===== config.mk =====
export PLATFORM = sky130hd
export DESIGN_NAME = adc_serial_emu
export DESIGN_NICKNAME = d
export VERILOG_FILES = /design/src/rtl/adc_emu_pkg.sv /design/src/rtl/adc_sync.sv /design/src/rtl/adc_conv_timer.sv /design/src/rtl/adc_frame_shift.sv /design/src/rtl/adc_serial_emu.sv
export SDC_FILE = /design/constraint.sdc
export NUM_CORES = 1
export LEC_CHECK = 0
export ABC_AREA = 1
export BUFFER_PORTS_ARGS = -buffer_cell sky130_fd_sc_hd__buf_2
export CAP_MARGIN = 30
export CELL_PAD_IN_SITES_DETAIL_PLACEMENT = 0
export CELL_PAD_IN_SITES_GLOBAL_PLACEMENT = 1
export CORE_MARGIN = 1.5
export CORE_UTILIZATION = 44
export CTS_CLUSTER_DIAMETER = 200
export DETAILED_ROUTE_END_ITERATION = 8
export PLACE_DENSITY = 0.78
export SYNTH_ARGS = -nofsm -noshare
export SYNTH_HDL_FRONTEND = slang
export SYNTH_SLANG_ARGS = --single-unit

===== constraint.sdc =====
create_clock -name clk -period 1.8 [get_ports clk]
set_clock_uncertainty 0.1 [all_clocks]
set_input_delay 0.18 -clock clk [delete_from_list [all_inputs] [get_ports clk]]
set_output_delay 0.18 -clock clk [all_outputs]
set_load 0.05 [all_outputs]

===== src/rtl/adc_emu_pkg.sv =====
package adc_emu_pkg;
  typedef enum logic [1:0] {
    ST_IDLE  = 2'd0,
    ST_WAIT  = 2'd1,
    ST_CONV  = 2'd2,
    ST_SHIFT = 2'd3
  } emu_state_e;

  localparam int LEAD_ONES = 3;
endpackage


===== src/rtl/adc_sync.sv =====
module adc_sync #(
  parameter int   STAGES = 2,
  parameter logic INIT   = 1'b0
) (
  input  logic clk,
  input  logic rst,
  input  logic d,
  output logic q
);
  logic [STAGES-1:0] chain;

  always_ff @(posedge clk) begin
    if (rst) chain[0] <= INIT;
    else     chain[0] <= d;
  end

  for (genvar g = 1; g < STAGES; g++) begin : g_stage
    always_ff @(posedge clk) begin
      if (rst) chain[g] <= INIT;
      else     chain[g] <= chain[g-1];
    end
  end

  assign q = chain[STAGES-1];
endmodule


===== src/rtl/adc_conv_timer.sv =====
module adc_conv_timer #(
  parameter int CYCLES = 1850
) (
  input  logic clk,
  input  logic rst,
  input  logic start,
  input  logic abort,
  output logic done
);
  localparam int CW = $clog2(CYCLES + 1);

  logic [CW-1:0] cnt_q;
  logic          run_q;
  logic          done_q;

  always_ff @(posedge clk) begin
    if (rst) begin
      cnt_q  <= '0;
      run_q  <= 1'b0;
      done_q <= 1'b0;
    end else begin
      done_q <= 1'b0;
      if (abort) begin
        run_q <= 1'b0;
      end else if (start) begin
        run_q <= 1'b1;
        cnt_q <= CW'(CYCLES - 1);
      end else if (run_q) begin
        if (cnt_q == '0) begin
          run_q  <= 1'b0;
          done_q <= 1'b1;
        end else begin
          cnt_q <= cnt_q - 1'b1;
        end
      end
    end
  end

  assign done = done_q;

  // completion only follows a running count
  a_r7_done_after_run: assert property (@(posedge clk) disable iff (rst)
    done |-> $past(run_q));
endmodule


===== src/rtl/adc_frame_shift.sv =====
module adc_frame_shift #(
  parameter int W = 16
) (
  input  logic         clk,
  input  logic         rst,
  input  logic         clear,
  input  logic         load,
  input  logic         load_show,
  input  logic         shift,
  input  logic [W-1:0] frame_in,
  output logic         bit_out
);
  logic [W-1:0] sreg_q;
  logic         out_q;

  always_ff @(posedge clk) begin
    if (rst) begin
      sreg_q <= '0;
      out_q  <= 1'b0;
    end else if (clear) begin
      out_q <= 1'b0;
    end else if (load) begin
      sreg_q <= frame_in;
      out_q  <= 1'b0;
    end else if (load_show) begin
      sreg_q <= {frame_in[W-2:0], 1'b0};
      out_q  <= frame_in[W-1];
    end else if (shift) begin
      sreg_q <= {sreg_q[W-2:0], 1'b0};
      out_q  <= sreg_q[W-1];
    end
  end

  assign bit_out = out_q;

  // one control at a time drives the shifter
  a_r3_single_ctrl: assert property (@(posedge clk) disable iff (rst)
    $onehot0({load, load_show, shift}));
endmodule


===== src/rtl/adc_serial_emu.sv =====
module adc_serial_emu
  import adc_emu_pkg::*;
#(
  parameter int DATA_W      = 10,
  parameter int SUB_W       = 2,
  parameter int SYNC_STAGES = 2,
  parameter int CONV_CYC    = 1850,
  parameter int RECOVER_CYC = 15
) (
  input  logic              clk,
  input  logic              rst,
  input  logic              cs_n,
  input  logic              sclk,
  input  logic              stim_we,
  input  logic [DATA_W-1:0] stim_value,
  input  logic              stim_chan,
  input  logic              stim_pdiff,
  input  logic [SUB_W-1:0]  stim_sub,
  output logic              dout,
  output logic              dout_oe
);
  localparam int FRAME_W = LEAD_ONES + 1 + DATA_W + SUB_W;
  localparam int RCW     = $clog2(RECOVER_CYC + 1);

  logic cs_s, sclk_s, cs_q, sclk_q;
  logic cs_fall, cs_rise, sclk_fall;

  adc_sync #(.STAGES(SYNC_STAGES), .INIT(1'b1)) u_cs_sync (
    .clk(clk), .rst(rst), .d(cs_n), .q(cs_s));
  adc_sync #(.STAGES(SYNC_STAGES), .INIT(1'b0)) u_sclk_sync (
    .clk(clk), .rst(rst), .d(sclk), .q(sclk_s));

  always_ff @(posedge clk) begin
    if (rst) begin
      cs_q   <= 1'b1;
      sclk_q <= 1'b0;
    end else begin
      cs_q   <= cs_s;
      sclk_q <= sclk_s;
    end
  end

  assign cs_fall   = cs_q & ~cs_s;
  assign cs_rise   = ~cs_q & cs_s;
  assign sclk_fall = sclk_q & ~sclk_s;

  // stimulus register
  logic [DATA_W-1:0] val_q;
  logic              id_q;
  logic [SUB_W-1:0]  sub_q;

  always_ff @(posedge clk) begin
    if (rst) begin
      val_q <= '0;
      id_q  <= 1'b0;
      sub_q <= '0;
    end else if (stim_we) begin
      val_q <= stim_value;
      id_q  <= stim_pdiff | stim_chan;
      sub_q <= stim_sub;
    end
  end

  logic [FRAME_W-1:0] live_frame, snap_q;
  assign live_frame = {{LEAD_ONES{1'b1}}, id_q, val_q, sub_q};

  // recovery time counter
  logic [RCW-1:0] rec_cnt_q;
  logic           rec_ok;
  assign rec_ok = (rec_cnt_q == RCW'(RECOVER_CYC));

  always_ff @(posedge clk) begin
    if (rst)          rec_cnt_q <= RCW'(RECOVER_CYC);
    else if (!cs_s)   rec_cnt_q <= '0;
    else if (!rec_ok) rec_cnt_q <= rec_cnt_q + 1'b1;
  end

  // control
  emu_state_e st_q, st_d;
  logic do_clear, do_load, do_show, do_shift, t_start, t_abort, t_done, snap_en;

  always_comb begin
    st_d     = st_q;
    do_clear = 1'b0;
    do_load  = 1'b0;
    do_show  = 1'b0;
    do_shift = 1'b0;
    t_start  = 1'b0;
    t_abort  = 1'b0;
    snap_en  = 1'b0;
    if (cs_rise) begin
      st_d     = ST_IDLE;
      do_clear = 1'b1;
      t_abort  = 1'b1;
    end else begin
      unique case (st_q)
        ST_IDLE: begin
          do_clear = 1'b1;
          if (cs_fall && rec_ok) begin
            if (sclk_s) begin
              st_d = ST_WAIT;
            end else begin
              do_clear = 1'b0;
              do_load  = 1'b1;
              st_d     = ST_SHIFT;
            end
          end
        end
        ST_WAIT: begin
          if (sclk_fall) begin
            t_start = 1'b1;
            snap_en = 1'b1;
            st_d    = ST_CONV;
          end
        end
        ST_CONV: begin
          if (t_done) begin
            do_show = 1'b1;
            st_d    = ST_SHIFT;
          end
        end
        ST_SHIFT: begin
          if (sclk_fall) do_shift = 1'b1;
        end
        default: st_d = ST_IDLE;
      endcase
    end
  end

  logic oe_q;

  always_ff @(posedge clk) begin
    if (rst) begin
      st_q   <= ST_IDLE;
      oe_q   <= 1'b0;
      snap_q <= '0;
    end else begin
      st_q <= st_d;
      oe_q <= (st_d != ST_IDLE);
      if (snap_en) snap_q <= live_frame;
    end
  end

  adc_conv_timer #(.CYCLES(CONV_CYC)) u_timer (
    .clk(clk), .rst(rst), .start(t_start), .abort(t_abort), .done(t_done));

  adc_frame_shift #(.W(FRAME_W)) u_shift (
    .clk(clk), .rst(rst), .clear(do_clear), .load(do_load), .load_show(do_show),
    .shift(do_shift), .frame_in(do_show ? snap_q : live_frame), .bit_out(dout));

  assign dout_oe = oe_q;

  // select high releases the line on the next edge
  a_r6_release: assert property (@(posedge clk) disable iff (rst)
    cs_s |=> !dout_oe);

  // no output change in shifting without a serial clock fall
  a_r4_fall_only: assert property (@(posedge clk) disable iff (rst)
    (st_q == ST_SHIFT && $past(st_q) == ST_SHIFT && !$past(sclk_fall)) |-> $stable(dout));

  // line held low and driven during conversion
  a_r7_conv_low: assert property (@(posedge clk) disable iff (rst)
    (st_q == ST_CONV) |-> (dout_oe && !dout));

  // end of conversion raises the line
  a_r8_eoc_high: assert property (@(posedge clk) disable iff (rst)
    (st_q == ST_CONV && t_done && !cs_rise) |=> (dout && dout_oe));

  // early select fall is ignored
  a_r10_recover: assert property (@(posedge clk) disable iff (rst)
    (st_q == ST_IDLE && cs_fall && !rec_ok) |=> !dout_oe);
endmodule


==> key figures <==
Synth
  • Combinational family with the most area after synthesis: simple AND/OR/NAND/NOR gates
  • Top cells by count, synth: nand2_1 (115), dfxtp_1 (70), inv_1 (52), nor2_1 (52), o21ai_0 (41)
  • Mapped cell area: 3430 um2
  • Simple-gate share of the synthesized area: 31.6%
  • Post-synth EDFFs: 0
  • Post-synth ARST share: 0%
  • Synth Area in Compound Gates: 14.5%
  • Post-synthesis net count: ~520
  • Seq/Total Area, Yosys: ~41%
  • Top cells by area, synth: dfxtp_1 (41%), nand2_1 (13%), o21ai_0 (6.0%), inv_1 (5.7%), nor2_1 (5.7%)
  • Top-count cell post-synth: nand2_1
  • Adder-Cell Fraction of Synth Area: 0.729%
  • Avg Cell Area, Syn: between 6 and 7 um2
  • Post-Synth XOR/XNOR Area: ~1.5%
  • Number of synthesized register bits: 70
  • Synth area leader: dfxtp_1
  • Yosys top cell area share: 40.8%
  • Most frequently used flop master after synthesis: dfxtp_1
  • Cell variety after synth: 35
  • Mapped Cells: 496
  • Mux contribution to synthesized area: 0%
  • Warnings from Yosys: 0

STA
  • Final Hold Fails: 0
  • Max-slew violation count: 0
  • Final Critical Period: between 1500 and 2000 ps
  • Worst-margin pin slew: about 380 ps
  • Max-slew headroom: 74.9%
  • Final setup fails: 0
  • Hold slack: about 130 ps
  • Max Fclk: roughly 0.6 GHz
  • Final period utilization: between 90% and 100%

Floorplanning
  • DIE WIDTH: between 90 and 100 um
  • Core Area: 7650 um2
  • Row count: 32
  • Num ports: 21
  • Die area: between 8000 and 9000 um2
  • Die height: 91.3 um
  • Starting Density: ~45%

Clocking
  • Num CTS Buffers: 9
  • CTS H-tree depth: 3
  • CTS root buffer: clkbuf_8
  • CTS tree: yes
  • CTS clk-pin slew, worst paths: roughly 80 ps
  • # clock sinks: 70
  • Max Root-Sink Buffers: 2
  • Worst skew pair latency: around 340 ps

Setup path
  • Crit Path Max Fanout: 15
  • Crit Path Class: reg -> reg
  • CP Launch Type: flop
  • Worst EP required: a little under 2000 ps
  • Crit. End Element: flop
  • Crit path arrival time: 1840 ps

Routing
  • Drt pass-1 iters: 4
  • Vias/cell: 4.75
  • Initial drt markers: approximately 150
  • DR WL/cell: 11.7 um
  • Post-route ant nets: 0
  • DRC Markers: 0
  • Vias: 3056
  • Final WL: 7.55 mm

Placed design
  • Dpl cells: 610
  • Hpwl dp: 4.95 mm
  • Final RePlAce weighted congestion: ~0.84
  • IO buf count: 20
  • Post-DP Area: ~3700 um2

Hold path
  • Hold WC Path Type: in -> reg

Finish
  • Filler Cells Inserted: approximately 740
  • # diodes: 0
  • Finished Cell Area: roughly 4200 um2
  • Final net count: 559
  • Layout cell share with drive strength beyond 1: between 10% and 20%
  • Area growth syn-to-layout: 21.6%
  • Util after Layout: between 50% and 60%
  • Final Non-Filler Cells: 644

GRT
  • Tot GR Track Use: about a fifth
  • Antenna violations before repair: 0
  • First-pass GRT wire length: roughly 13 mm
  • GRT overflow: 0
  • Largest net degree at the start of global routing: 50
  • Number of global-route vias before repair: around 2700

Pwr
  • Maximum VDD drop: roughly 480 uV
  • Power Density: just under 1000 nW/um2
  • Leakage power: 0.00188 uW

Run status
  • Status: finished, final reports clean

Run
  • Max Cap Viol: 0
## state kept, by name, summed over array words and instances (netlist names)
register           cells
cs_q                   1
dout_oe                1
u_shift.bit_out        1
sub_q                  2
st_q                   2
u_sclk_sync.q          1
rec_cnt_q              4
u_timer.done           1
u_cs_sync.q            1
val_q                 10
u_cs_sync.chain        1
u_shift.sreg_q        16
snap_q                14
sclk_q                 1
u_timer.run_q          1
id_q                   1
u_sclk_sync.chain      1
u_timer.cnt_q         11
## per-layer routing
layer,GRT usage (%),vias to the layer above,part of all wire (%)
met3,2.68,8,3.5
met5,0,-,0
met4,8.20,0,1.3
met1,28.6,1322,53
met2,27.4,59,42
li1,-,1667,-
## cell type report
class	instances	area (um2)	area share [%]
sequential	70	1410	33.7
tap	102	128	3.06
clock inverter	6	135	3.24
timing repair buffer	54	433	10.4
clock buffer	9	124	2.97
multi-input combinational	340	1700	40.8
inverter	63	244	5.85
## cell usage in the layout, fill, tap and decap left out, types with 2 or more instances in the layout
master	synthesis	final
dlygate4sd3_1	0	16
inv_4	2	3
xor2_1	5	5
dfxtp_1	70	67
o21ai_0	41	41
inv_1	52	52
bufinv_16	0	4
inv_2	5	4
or2_2	2	2
nand3_1	30	30
nor2_1	52	52
nand3b_1	12	12
buf_2	13	20
o21ai_2	1	2
nand4_1	4	4
o21ai_1	19	18
nor2_4	4	4
a21oi_1	32	32
nand2_4	1	2
clkinv_1	4	4
buf_12	0	3
buf_4	2	15
nor2_2	5	5
a211oi_1	2	2
clkbuf_8	0	9
nand2_1	115	115
clkinvlp_4	0	2
nand3_2	4	3
nand3_4	1	2
dfxtp_2	0	3
## per-stage QoR
| stage | setup TNS (ps) | setup WS [ps] | power (uW) |
|---|---|---|---|
| after CTS | 0 | 53.4 | 4090 |
| after floorplan | 0 | 222 | 2230 |
| final | 0 | 122 | 4100 |
| after global placement | 0 | 67.2 | 2390 |
| after detailed placement | 0 | 80.8 | 2400 |
| after global routing | -72.6 | -20.0 | 4330 |
## report_power, final
group	switching [uW]	internal, uW
Clock	599	1050
Sequential	89.8	1670
Combinational	374	323
Total	1060	3040
## timing repair
item                       4_1_cts  5_1_grt
hold endpoints to repair        15        0
hold buffers                    16        0
setup endpoints to repair        0       20
setup buffers                    0        2
gates resized for setup          0       13
## path summary, 6_finish.rpt
path	from	endpoint	slack, ps	cells past startpoint
worst max-delay path	rec_cnt_q[0]	dout_oe	120	9
worst min-delay path	rst	st_q[0]	130	4
worst max register to register	rec_cnt_q[0]	dout_oe	120	9
worst min register to register	u_sclk_sync.chain[0]	u_sclk_sync.q	310	2
## critical path, cell delays in order (launching register included)
cell,delay (ps)
dfxtp_1,390
ha_4,160
nand3_2,80
buf_4,160
nor2_2,120
nand4_4,150
buf_12,200
nand3_1,80
inv_2,40
a21oi_1,130
## kinds of logic after synthesis
group / after synthesis
buf+inv: 87
compound gates: 97
flops: 70
simple gates: 234
xor+xnor: 6
fa+ha+maj: 2
No activity file was read; power rests on OpenSTA's default activity.
